**config.mk**
```make
export PLATFORM = sky130hd
export DESIGN_NAME = sync_flag_fifo
export DESIGN_NICKNAME = d
export VERILOG_FILES = /design/src/rtl/fifo_flag_pkg.sv /design/src/rtl/fifo_ptr_ctrl.sv /design/src/rtl/fifo_store.sv /design/src/rtl/fifo_flag_decode.sv /design/src/rtl/sync_flag_fifo.sv
export SDC_FILE = /design/constraint.sdc
export NUM_CORES = 1
export LEC_CHECK = 0
export BUFFER_PORTS_ARGS = -buffer_cell sky130_fd_sc_hd__buf_4
export CORE_MARGIN = 3
export CORE_UTILIZATION = 55
export DETAILED_ROUTE_END_ITERATION = 7
export MAX_ROUTING_LAYER = met4
export PLACE_DENSITY = 0.71
export SETUP_SLACK_MARGIN = 0.2
export SYNTH_ARGS = -nofsm -noshare
export SYNTH_HDL_FRONTEND = slang
export SYNTH_SLANG_ARGS = --single-unit
```
**constraint.sdc**
```tcl
create_clock -name clk -period 10.1 [get_ports clk]
set_input_delay 0 -clock clk [delete_from_list [all_inputs] [get_ports clk]]
set_output_delay 0 -clock clk [all_outputs]
set_load 0.01 [all_outputs]
```
**src/rtl/fifo_flag_pkg.sv**
```systemverilog
package fifo_flag_pkg;
   typedef struct packed {
      logic empty_n;
      logic aempty_n;
      logic hfull_n;
      logic afull_n;
      logic full_n;
   } flag_vec_t;

   localparam flag_vec_t FLAGS_AT_RESET = '{empty_n: 1'b0, aempty_n: 1'b0,
                                            hfull_n: 1'b1, afull_n: 1'b1,
                                            full_n: 1'b1};
endpackage

```
**src/rtl/fifo_ptr_ctrl.sv**
```systemverilog
module fifo_ptr_ctrl #(
   parameter int ADDR_W = 6
) (
   input  logic              clk,
   input  logic              rst_n,
   input  logic              wr_ok,
   input  logic              rd_ok,
   input  logic              rewind,
   output logic [ADDR_W-1:0] waddr,
   output logic [ADDR_W-1:0] raddr,
   output logic [ADDR_W:0]   cnt_nx
);
   localparam int CW = ADDR_W + 1;

   logic [CW-1:0] wpos;
   logic [CW-1:0] rpos;
   logic [CW-1:0] cnt;

   assign waddr = wpos[ADDR_W-1:0];
   assign raddr = rpos[ADDR_W-1:0];

   always_comb begin
      if (rewind)
         cnt_nx = wpos;
      else if (wr_ok && !rd_ok)
         cnt_nx = cnt + CW'(1);
      else if (rd_ok && !wr_ok)
         cnt_nx = cnt - CW'(1);
      else
         cnt_nx = cnt;
   end

   always_ff @(posedge clk or negedge rst_n) begin
      if (!rst_n) begin
         wpos <= '0;
         rpos <= '0;
         cnt  <= '0;
      end else begin
         cnt <= cnt_nx;
         if (wr_ok)
            wpos <= wpos + CW'(1);
         if (rewind)
            rpos <= '0;
         else if (rd_ok)
            rpos <= rpos + CW'(1);
      end
   end
endmodule

```
**src/rtl/fifo_store.sv**
```systemverilog
module fifo_store #(
   parameter int DATA_W = 18,
   parameter int ADDR_W = 6
) (
   input  logic              clk,
   input  logic              rst_n,
   input  logic              we,
   input  logic [ADDR_W-1:0] waddr,
   input  logic [DATA_W-1:0] wdata,
   input  logic              re,
   input  logic [ADDR_W-1:0] raddr,
   output logic [DATA_W-1:0] rdata
);
   localparam int DEPTH = 1 << ADDR_W;

   logic [DATA_W-1:0] mem [DEPTH];

   always_ff @(posedge clk) begin
      if (we)
         mem[waddr] <= wdata;
   end

   always_ff @(posedge clk or negedge rst_n) begin
      if (!rst_n)
         rdata <= '0;
      else if (re)
         rdata <= mem[raddr];
   end
endmodule

```
**src/rtl/fifo_flag_decode.sv**
```systemverilog
module fifo_flag_decode
   import fifo_flag_pkg::*;
#(
   parameter int ADDR_W = 6
) (
   input  logic              clk,
   input  logic              rst_n,
   input  logic [ADDR_W:0]   cnt_nx,
   input  logic [ADDR_W-1:0] ae_offset,
   input  logic [ADDR_W-1:0] af_offset,
   output flag_vec_t         flags
);
   localparam int CW    = ADDR_W + 1;
   localparam int DEPTH = 1 << ADDR_W;
   localparam logic [CW-1:0] FULL_CNT = CW'(DEPTH);
   localparam logic [CW-1:0] HALF_UP  = CW'(DEPTH / 2 + 1);

   flag_vec_t nx;

   always_comb begin
      nx.empty_n  = (cnt_nx != '0);
      nx.aempty_n = !(cnt_nx <= {1'b0, ae_offset});
      nx.hfull_n  = !(cnt_nx >= HALF_UP);
      nx.afull_n  = !(cnt_nx >= (FULL_CNT - {1'b0, af_offset}));
      nx.full_n   = (cnt_nx != FULL_CNT);
   end

   always_ff @(posedge clk or negedge rst_n) begin
      if (!rst_n)
         flags <= FLAGS_AT_RESET;
      else
         flags <= nx;
   end
endmodule

```
**src/rtl/sync_flag_fifo.sv**
```systemverilog
module sync_flag_fifo
   import fifo_flag_pkg::*;
#(
   parameter int DATA_W = 18,
   parameter int ADDR_W = 6
) (
   input  logic              clk,
   input  logic              rst_n,
   input  logic              wr_en_n,
   input  logic              rd_en_n,
   input  logic              rewind,
   input  logic [DATA_W-1:0] wdata,
   input  logic [ADDR_W-1:0] ae_offset,
   input  logic [ADDR_W-1:0] af_offset,
   output logic [DATA_W-1:0] rdata,
   output logic              empty_n,
   output logic              almost_empty_n,
   output logic              half_full_n,
   output logic              almost_full_n,
   output logic              full_n
);
   generate
      if (ADDR_W < 2 || ADDR_W > 12) begin : g_bad_depth
         $error("sync_flag_fifo: ADDR_W must lie in 2..12");
      end
      if (DATA_W < 1) begin : g_bad_width
         $error("sync_flag_fifo: DATA_W must be positive");
      end
   endgenerate

   flag_vec_t         flags;
   logic              wr_ok;
   logic              rd_ok;
   logic [ADDR_W-1:0] waddr;
   logic [ADDR_W-1:0] raddr;
   logic [ADDR_W:0]   cnt_nx;

   assign wr_ok = !wr_en_n && flags.full_n  && !rewind;
   assign rd_ok = !rd_en_n && flags.empty_n && !rewind;

   fifo_ptr_ctrl #(.ADDR_W(ADDR_W)) u_ptr (
      .clk    (clk),
      .rst_n  (rst_n),
      .wr_ok  (wr_ok),
      .rd_ok  (rd_ok),
      .rewind (rewind),
      .waddr  (waddr),
      .raddr  (raddr),
      .cnt_nx (cnt_nx)
   );

   fifo_store #(.DATA_W(DATA_W), .ADDR_W(ADDR_W)) u_store (
      .clk   (clk),
      .rst_n (rst_n),
      .we    (wr_ok),
      .waddr (waddr),
      .wdata (wdata),
      .re    (rd_ok),
      .raddr (raddr),
      .rdata (rdata)
   );

   fifo_flag_decode #(.ADDR_W(ADDR_W)) u_flags (
      .clk       (clk),
      .rst_n     (rst_n),
      .cnt_nx    (cnt_nx),
      .ae_offset (ae_offset),
      .af_offset (af_offset),
      .flags     (flags)
   );

   assign empty_n        = flags.empty_n;
   assign almost_empty_n = flags.aempty_n;
   assign half_full_n    = flags.hfull_n;
   assign almost_full_n  = flags.afull_n;
   assign full_n         = flags.full_n;
endmodule

```
Yosys cells after proc, flatten, opt, wreduce, memory -nomap -nowiden
Memory sizes are Yosys's and may differ from the RTL's. A register that Yosys moved wholly into a read port is not among the register bits.
Cells that the tools add are included.
Widths: inputs -> output; s select.
{ "totals": {"mem_bits_rw": 1152, "register_bits": 26, "out_inout_bits": 23, "rom_bits": 0, "memories": 1, "latch_bits": 0} }
{ "memory_table": {"columns": ["memory", "words", "word_bits", "rd", "rd_clocked_by_memory_dff", "write_ports", "line_no", "text"], "rows": [
  ["u_store.mem", 64, 18, 1, 1, 1, "fifo_store.sv:16", "logic [DATA_W-1:0] mem [DEPTH];"]
]} }
{ "classes": {"n_eq_ne": 1, "bitwise_logic": 0, "mux": 7, "n_reduce_logical": 17, "magnitude_cmp": 3, "n_addsub": 5, "shifts": 0, "n_div": 0, "multipliers": 0} }
{ "ops": {"columns": ["operator", "n"], "rows": [
  ["$mux 7", 5],
  ["$add 7x1->7 const B", 3],
  ["$logic_not 1->1", 9],
  ["$ge 7x6->1 const B", 1],
  ["$ge 7x7->1", 1],
  ["$le 7x6->1", 1],
  ["$ne 7x7->1 const B", 1],
  ["$reduce_bool 7->1", 1],
  ["$sub 7x1->7 const B", 1],
  ["$sub 7x6->7 const A", 1],
  ["$logic_and 1x1->1", 6],
  ["$mux 1", 2],
  ["$reduce_bool 2->1", 1]
]} }

Logic depth before layout (Yosys ltp)
{ "depth": {"word_depth": 10, "depth_mapped": 14, "depth_no_buf": 13} }

Cells and area by module
A second synthesis with hierarchy kept.
{ "hier_totals": {"hier_cells": 2389, "hier_area_um2": 47129.0} }
{ "modules_own_cells": {"columns": ["module", "cells_per_inst", "seq_area_each_um2", "area_each_um2", "instances"], "rows": [
  ["fifo_store", 2210, 35043.6, 45392.3, 1],
  ["fifo_ptr_ctrl", 115, 500.5, 1183.6, 1],
  ["fifo_flag_decode", 62, 128.9, 538.0, 1],
  ["sync_flag_fifo", 2, 0.0, 15.0, 1]
]} }

Worst setup path before layout
No wires, ideal clock.
{ "synth_path": {"path_kind": "register -> register", "startpoint": "register, netlist name u_flags.flags[0]", "endpoint": "memory u_store.mem[15][0] (enable)", "arrival_ns": 2.948, "slack_ns": 6.736, "path_buffers": 1, "synth_period_minus_slack_ns": 3.364, "stages_incl_launch_ff": 7, "setup_ns": 0.416, "cell_sequence": "dfstp_2 > nor3b_1 > and2_1 > clkbuf_1 > and3_1 > nand2_1 > nor3_1"} }
{ "synth_between": {"elab_chain_len": 4} }
{ "synth_rtl": {"columns": ["element", "line_no", "text"], "rows": [
  ["$logic_and 1x1->1 (2 in a row)", "sync_flag_fifo.sv:38", "assign wr_ok = !wr_en_n && flags.full_n && !rewind;"],
  ["$mux 1", "fifo_store.sv:19", "if (we)"],
  ["$mux 1 (not written as such)", "fifo_store.sv:20", "mem[waddr] <= wdata;"],
  ["to (decl)", "fifo_store.sv:16", null]
]} }
Every way passes these cells.

==> flow_results.xml <==
<?xml version="1.0" encoding="UTF-8"?>
<metrics>
  <group name="status">
    <metric name="outcome" unit="">finished, final reports clean</metric>
  </group>
  <group name="layout">
    <metric name="multi_input_area" unit="um2">10400</metric>
    <metric name="post_layout_nonfiller_instances" unit="">3761</metric>
    <metric name="area.growth.synth_to_final" unit="%">12.9</metric>
    <metric name="nets" unit="">2572</metric>
    <metric name="n_fill_cell" unit="">5687</metric>
    <metric name="layout-drive-gt1-share" unit="%">22.8</metric>
    <metric name="register_cell_area_after_layout" unit="um2">35700</metric>
  </group>
  <group name="setup_path">
    <metric name="critical_path.reg2reg.startpoint" unit="">u_flags.flags[0]$_DFF_PN1_</metric>
    <metric name="timing.critical_path.buf_inv" unit="">2</metric>
    <metric name="number_of_stages_on_the_worst_setup_path" unit="">11</metric>
    <metric name="r2r-end" unit="">u_flags.flags[3]$_DFF_PN0_</metric>
    <metric name="path_class" unit="">reg -&gt; reg</metric>
    <metric name="r2r_slack" unit="ps">5640</metric>
    <metric name="crit_path_start_kind" unit="">flop</metric>
    <metric name="cp_slowest_cell" unit="">nor3b_1</metric>
    <metric name="number_of_cell_instances_on_the_worst_register_to_register_path" unit="">11</metric>
    <metric name="cpMostUsedCell" unit="">dlygate4sd3_1</metric>
    <metric name="worst_ep_required_time" unit="ps">10660</metric>
    <metric name="timing.critical_path.to_type" unit="">flop</metric>
    <metric name="cpPeakStageDelay" unit="ps">660</metric>
    <metric name="worst_ep_arrival" unit="ps">5020</metric>
    <metric name="crit_family" unit="">simple AND/OR/NAND/NOR gates</metric>
    <metric name="timing.critical_path.fanout_max" unit="">5</metric>
    <metric name="timing.critical_path.cells" unit="">nor3b_1, nand4b_1, o41ai_1, xnor2_1, o21ai_0, ha_1, nand3_1, or4_1, dlygate4sd3_1, a21o_1, dlygate4sd3_1</metric>
  </group>
  <group name="die">
    <metric name="die_area" unit="um2">88300</metric>
    <metric name="die_h" unit="um">297</metric>
    <metric name="initial_core_util" unit="%">55.6</metric>
    <metric name="rows" unit="">106</metric>
    <metric name="io_pins" unit="">58</metric>
    <metric name="die_x" unit="um">297</metric>
    <metric name="core" unit="um2">83800</metric>
  </group>
  <group name="clock_network">
    <metric name="clk_path_buf_depth" unit="">3</metric>
    <metric name="cts_post_setup_buffers_inserted" unit="">0</metric>
    <metric name="clock_buffers_created_by_tritoncts" unit="">118</metric>
    <metric name="cts.sinks" unit="">1195</metric>
    <metric name="clock_insertion_delay_worst_skew" unit="ps">690</metric>
    <metric name="cts_root_buf" unit="">clkbuf_16</metric>
    <metric name="cts.reportedPaths.clkPinSlew" unit="ps">60</metric>
    <metric name="cts_tree" unit="">built</metric>
    <metric name="clock_tree.htree_level_count" unit="">3</metric>
  </group>
  <group name="logic_synthesis">
    <metric name="syn_area" unit="um2">46600</metric>
    <metric name="dominantRegCellSynth" unit="">edfxtp_1</metric>
    <metric name="synthesis.area_per_instance" unit="um2">19.6</metric>
    <metric name="synth-warning-count" unit="">0</metric>
    <metric name="yosys-top-cells-count" unit="">edfxtp_1 (1152), mux4_2 (198), mux2i_1 (181), nor2_1 (117), o22ai_1 (90)</metric>
    <metric name="yosysUniqueCellTypes" unit="">56</metric>
    <metric name="syn_inst" unit="">2375</metric>
    <metric name="yosys.area_share.adder" unit="%">0.440</metric>
    <metric name="yosysSeqAreaShare" unit="%">76.5</metric>
    <metric name="synth_area_leader_cell" unit="">edfxtp_1</metric>
    <metric name="synthXorXnorAreaFrac" unit="%">0.376</metric>
    <metric name="postSynthNetCount" unit="">2424</metric>
    <metric name="synth_top_family_by_area" unit="">multiplexers</metric>
    <metric name="synth.mux.area_fraction" unit="%">14.3</metric>
    <metric name="synth_top_cell_area_share" unit="%">74.2</metric>
    <metric name="yosys_register_bits" unit="">1195</metric>
    <metric name="yosys.area_share.simple" unit="%">3.60</metric>
    <metric name="post-synth-top-count-cell" unit="">edfxtp_1</metric>
    <metric name="synth_area_in_compound_gates" unit="%">3.35</metric>
    <metric name="asyncSetResetFlopFracSynth" unit="%">3.60</metric>
    <metric name="synth_area_leaders" unit="">edfxtp_1 (74%), mux4_2 (9.6%), mux2i_1 (3.9%)</metric>
    <metric name="synth_enable_flop_cells" unit="">1152</metric>
  </group>
  <group name="min_path">
    <metric name="whs_endpoint" unit="">u_ptr.wpos[0]$_DFFE_PN0P_</metric>
    <metric name="timing.hold.worst.class" unit="">in -&gt; reg</metric>
    <metric name="hold_start" unit="">wr_en_n</metric>
    <metric name="min_delay_path_depth" unit="">4</metric>
  </group>
  <group name="sta">
    <metric name="clock-skew-final" unit="ps">31.1</metric>
    <metric name="setup-tns-final" unit="ps">0</metric>
    <metric name="setup_viol" unit="">0</metric>
    <metric name="rsz0062_at_grt" unit="">no</metric>
    <metric name="timing_max_transition_violations_final" unit="">0</metric>
    <metric name="tightest_slew" unit="ps">1400</metric>
    <metric name="timing.max_slew.rel_slack" unit="%">6.56</metric>
    <metric name="timing.final.hold_violations" unit="">0</metric>
    <metric name="clock.fmax" unit="MHz">224</metric>
    <metric name="finalCriticalPeriod" unit="ps">4460</metric>
    <metric name="min_period_over_period" unit="%">44.1</metric>
  </group>
  <group name="power">
    <metric name="p_leak" unit="nW">16.4</metric>
    <metric name="power.density" unit="nW/um2">210</metric>
    <metric name="worst_case_vdd_ir_drop" unit="mV">0.148</metric>
    <metric name="totalPowerFinal" unit="mW">11.0</metric>
  </group>
  <group name="drt">
    <metric name="drt_wl_total" unit="mm">115</metric>
    <metric name="drt_iter0_drc" unit="">2826</metric>
    <metric name="number_of_remaining_drc_errors" unit="">0</metric>
    <metric name="drt-wirelength-per-cell" unit="um">30.5</metric>
    <metric name="ant_nets" unit="">0</metric>
    <metric name="dr_total_vias" unit="">24191</metric>
    <metric name="route.detailed.vias_per_inst" unit="">6.43</metric>
    <metric name="dr.pass1.iters" unit="">5</metric>
  </group>
  <group name="placement">
    <metric name="port-buffer-count" unit="">57</metric>
    <metric name="place.detailed.instances" unit="">3506</metric>
    <metric name="hpwl" unit="mm">64.4</metric>
    <metric name="gp_congestion" unit="">0.858</metric>
  </group>
  <group name="grt">
    <metric name="grt_antenna_before_repair" unit="">2</metric>
    <metric name="grt_start_max_net_pins" unit="">127</metric>
    <metric name="grt_pass1_vias" unit="">24124</metric>
    <metric name="global_route.overflow_total" unit="">0</metric>
    <metric name="first_pass_grt_wire_length" unit="mm">167</metric>
    <metric name="total_routing_resource_utilization_after_global_routing" unit="%">26.8</metric>
  </group>
  <group name="job">
    <metric name="drv_cap" unit="">0</metric>
  </group>
</metrics>
-- final cells by class --
class / instances / area share, %
sequential: 1195 / 67.8
multi-input combinational: 1036 / 19.8
inverter: 14 / 0.0998
timing repair buffer: 158 / 2.46
clock buffer: 156 / 6.07
tap: 1134 / 2.69
antenna: 3 / 0.0143
clock inverter: 65 / 1.05
-- cells by family after synthesis --
logic type / after synthesis
AOI/OAI and AO/OA: 246
xor gates and xnor gates: 20
adders and majority gates: 17
buffers and inverters: 144
DFF: 1195
muxes: 416
and+or+nand+nor: 337
-- worst max path at each step --
stage	from	end	slack, ps
2_1_floorplan	u_flags.flags[0]$_DFF_PN1_	u_store.mem[15][0]$_DFFE_PP_	6740
5_1_grt	u_flags.flags[0]$_DFF_PN1_	u_flags.flags[3]$_DFF_PN0_	5440
6_report	u_flags.flags[0]$_DFF_PN1_	u_flags.flags[3]$_DFF_PN0_	5640
4_1_cts	u_flags.flags[0]$_DFF_PN1_	u_flags.flags[3]$_DFF_PN0_	5670
3_5_place_dp	u_ptr.rpos[1]$_DFFE_PN0P_	u_store.rdata[8]$_DFFE_PN0P_	5940
3_3_place_gp	u_ptr.rpos[0]$_DFFE_PN0P_	u_store.rdata[13]$_DFFE_PN0P_	5940
-- registers in the layout (all words and copies together), names as in the netlist --
| name | flops |
|---|---|
| u_store.mem | 1152 |
| u_flags.flags | 5 |
| u_ptr.rpos | 6 |
| u_store.rdata | 18 |
| u_ptr.wpos | 7 |
| u_ptr.cnt | 7 |
-- layer usage --
metal | up-vias | routed length, um | GRT usage (%)
li1 | 10052 | - | -
met2 | 1277 | 55400 | 41.2
met5 | - | 0 | -
met3 | 208 | 10600 | 4.84
met4 | 0 | 3650 | 8.20
met1 | 12654 | 45200 | 37.2
-- through the flow --
step           area (um2)  worst slack, ps  utilization (%)  hold slack (ps)
6_report            52700             5640             62.8              270
3_3_place_gp        48600             5940             57.9             68.5
5_1_grt             52700             5440             62.8              283
2_1_floorplan       46600             6740                -             -296
4_1_cts             52600             5670             62.8              212
3_5_place_dp        48600             5940             57.9             76.1
-- worst register-to-register path, cell delays in order, from the launching register on --
cell and delay [ps]:
dfstp_2 560, nor3b_1 660, nand4b_1 260, o41ai_1 150, xnor2_1 130, o21ai_0 460
ha_1 240, nand3_1 110, or4_1 500, dlygate4sd3_1 570, a21o_1 150, dlygate4sd3_1 540
-- timing repair --
item / 4_1_cts / 5_1_grt
resized for setup: 0 / 0
hold endpoints to repair: 1213 / 0
hold buffers: 30 / 0
-- layout by cell type (no fill, tap or decap), types with 38 or more instances in the layout --
cell,synthesis,routed
nor3_1,43,42
nor4_1,39,38
nor2_2,1,39
buf_4,17,125
clkbuf_16,0,120
nor2b_1,40,40
a21oi_1,59,59
mux4_2,198,198
nor2_1,117,76
mux2i_1,181,181
o22ai_1,90,90
edfxtp_1,1152,1152
-- where the power goes --
part / leakage [nW] / internal, mW / total [mW] / switching (mW)
Sequential: 10.9 / 5.56 / 5.70 / 0.136
Combinational: 3.69 / 0.466 / 1.12 / 0.650
Clock: 1.84 / 2.41 / 4.23 / 1.82
(Power assumes the default switching activity.)
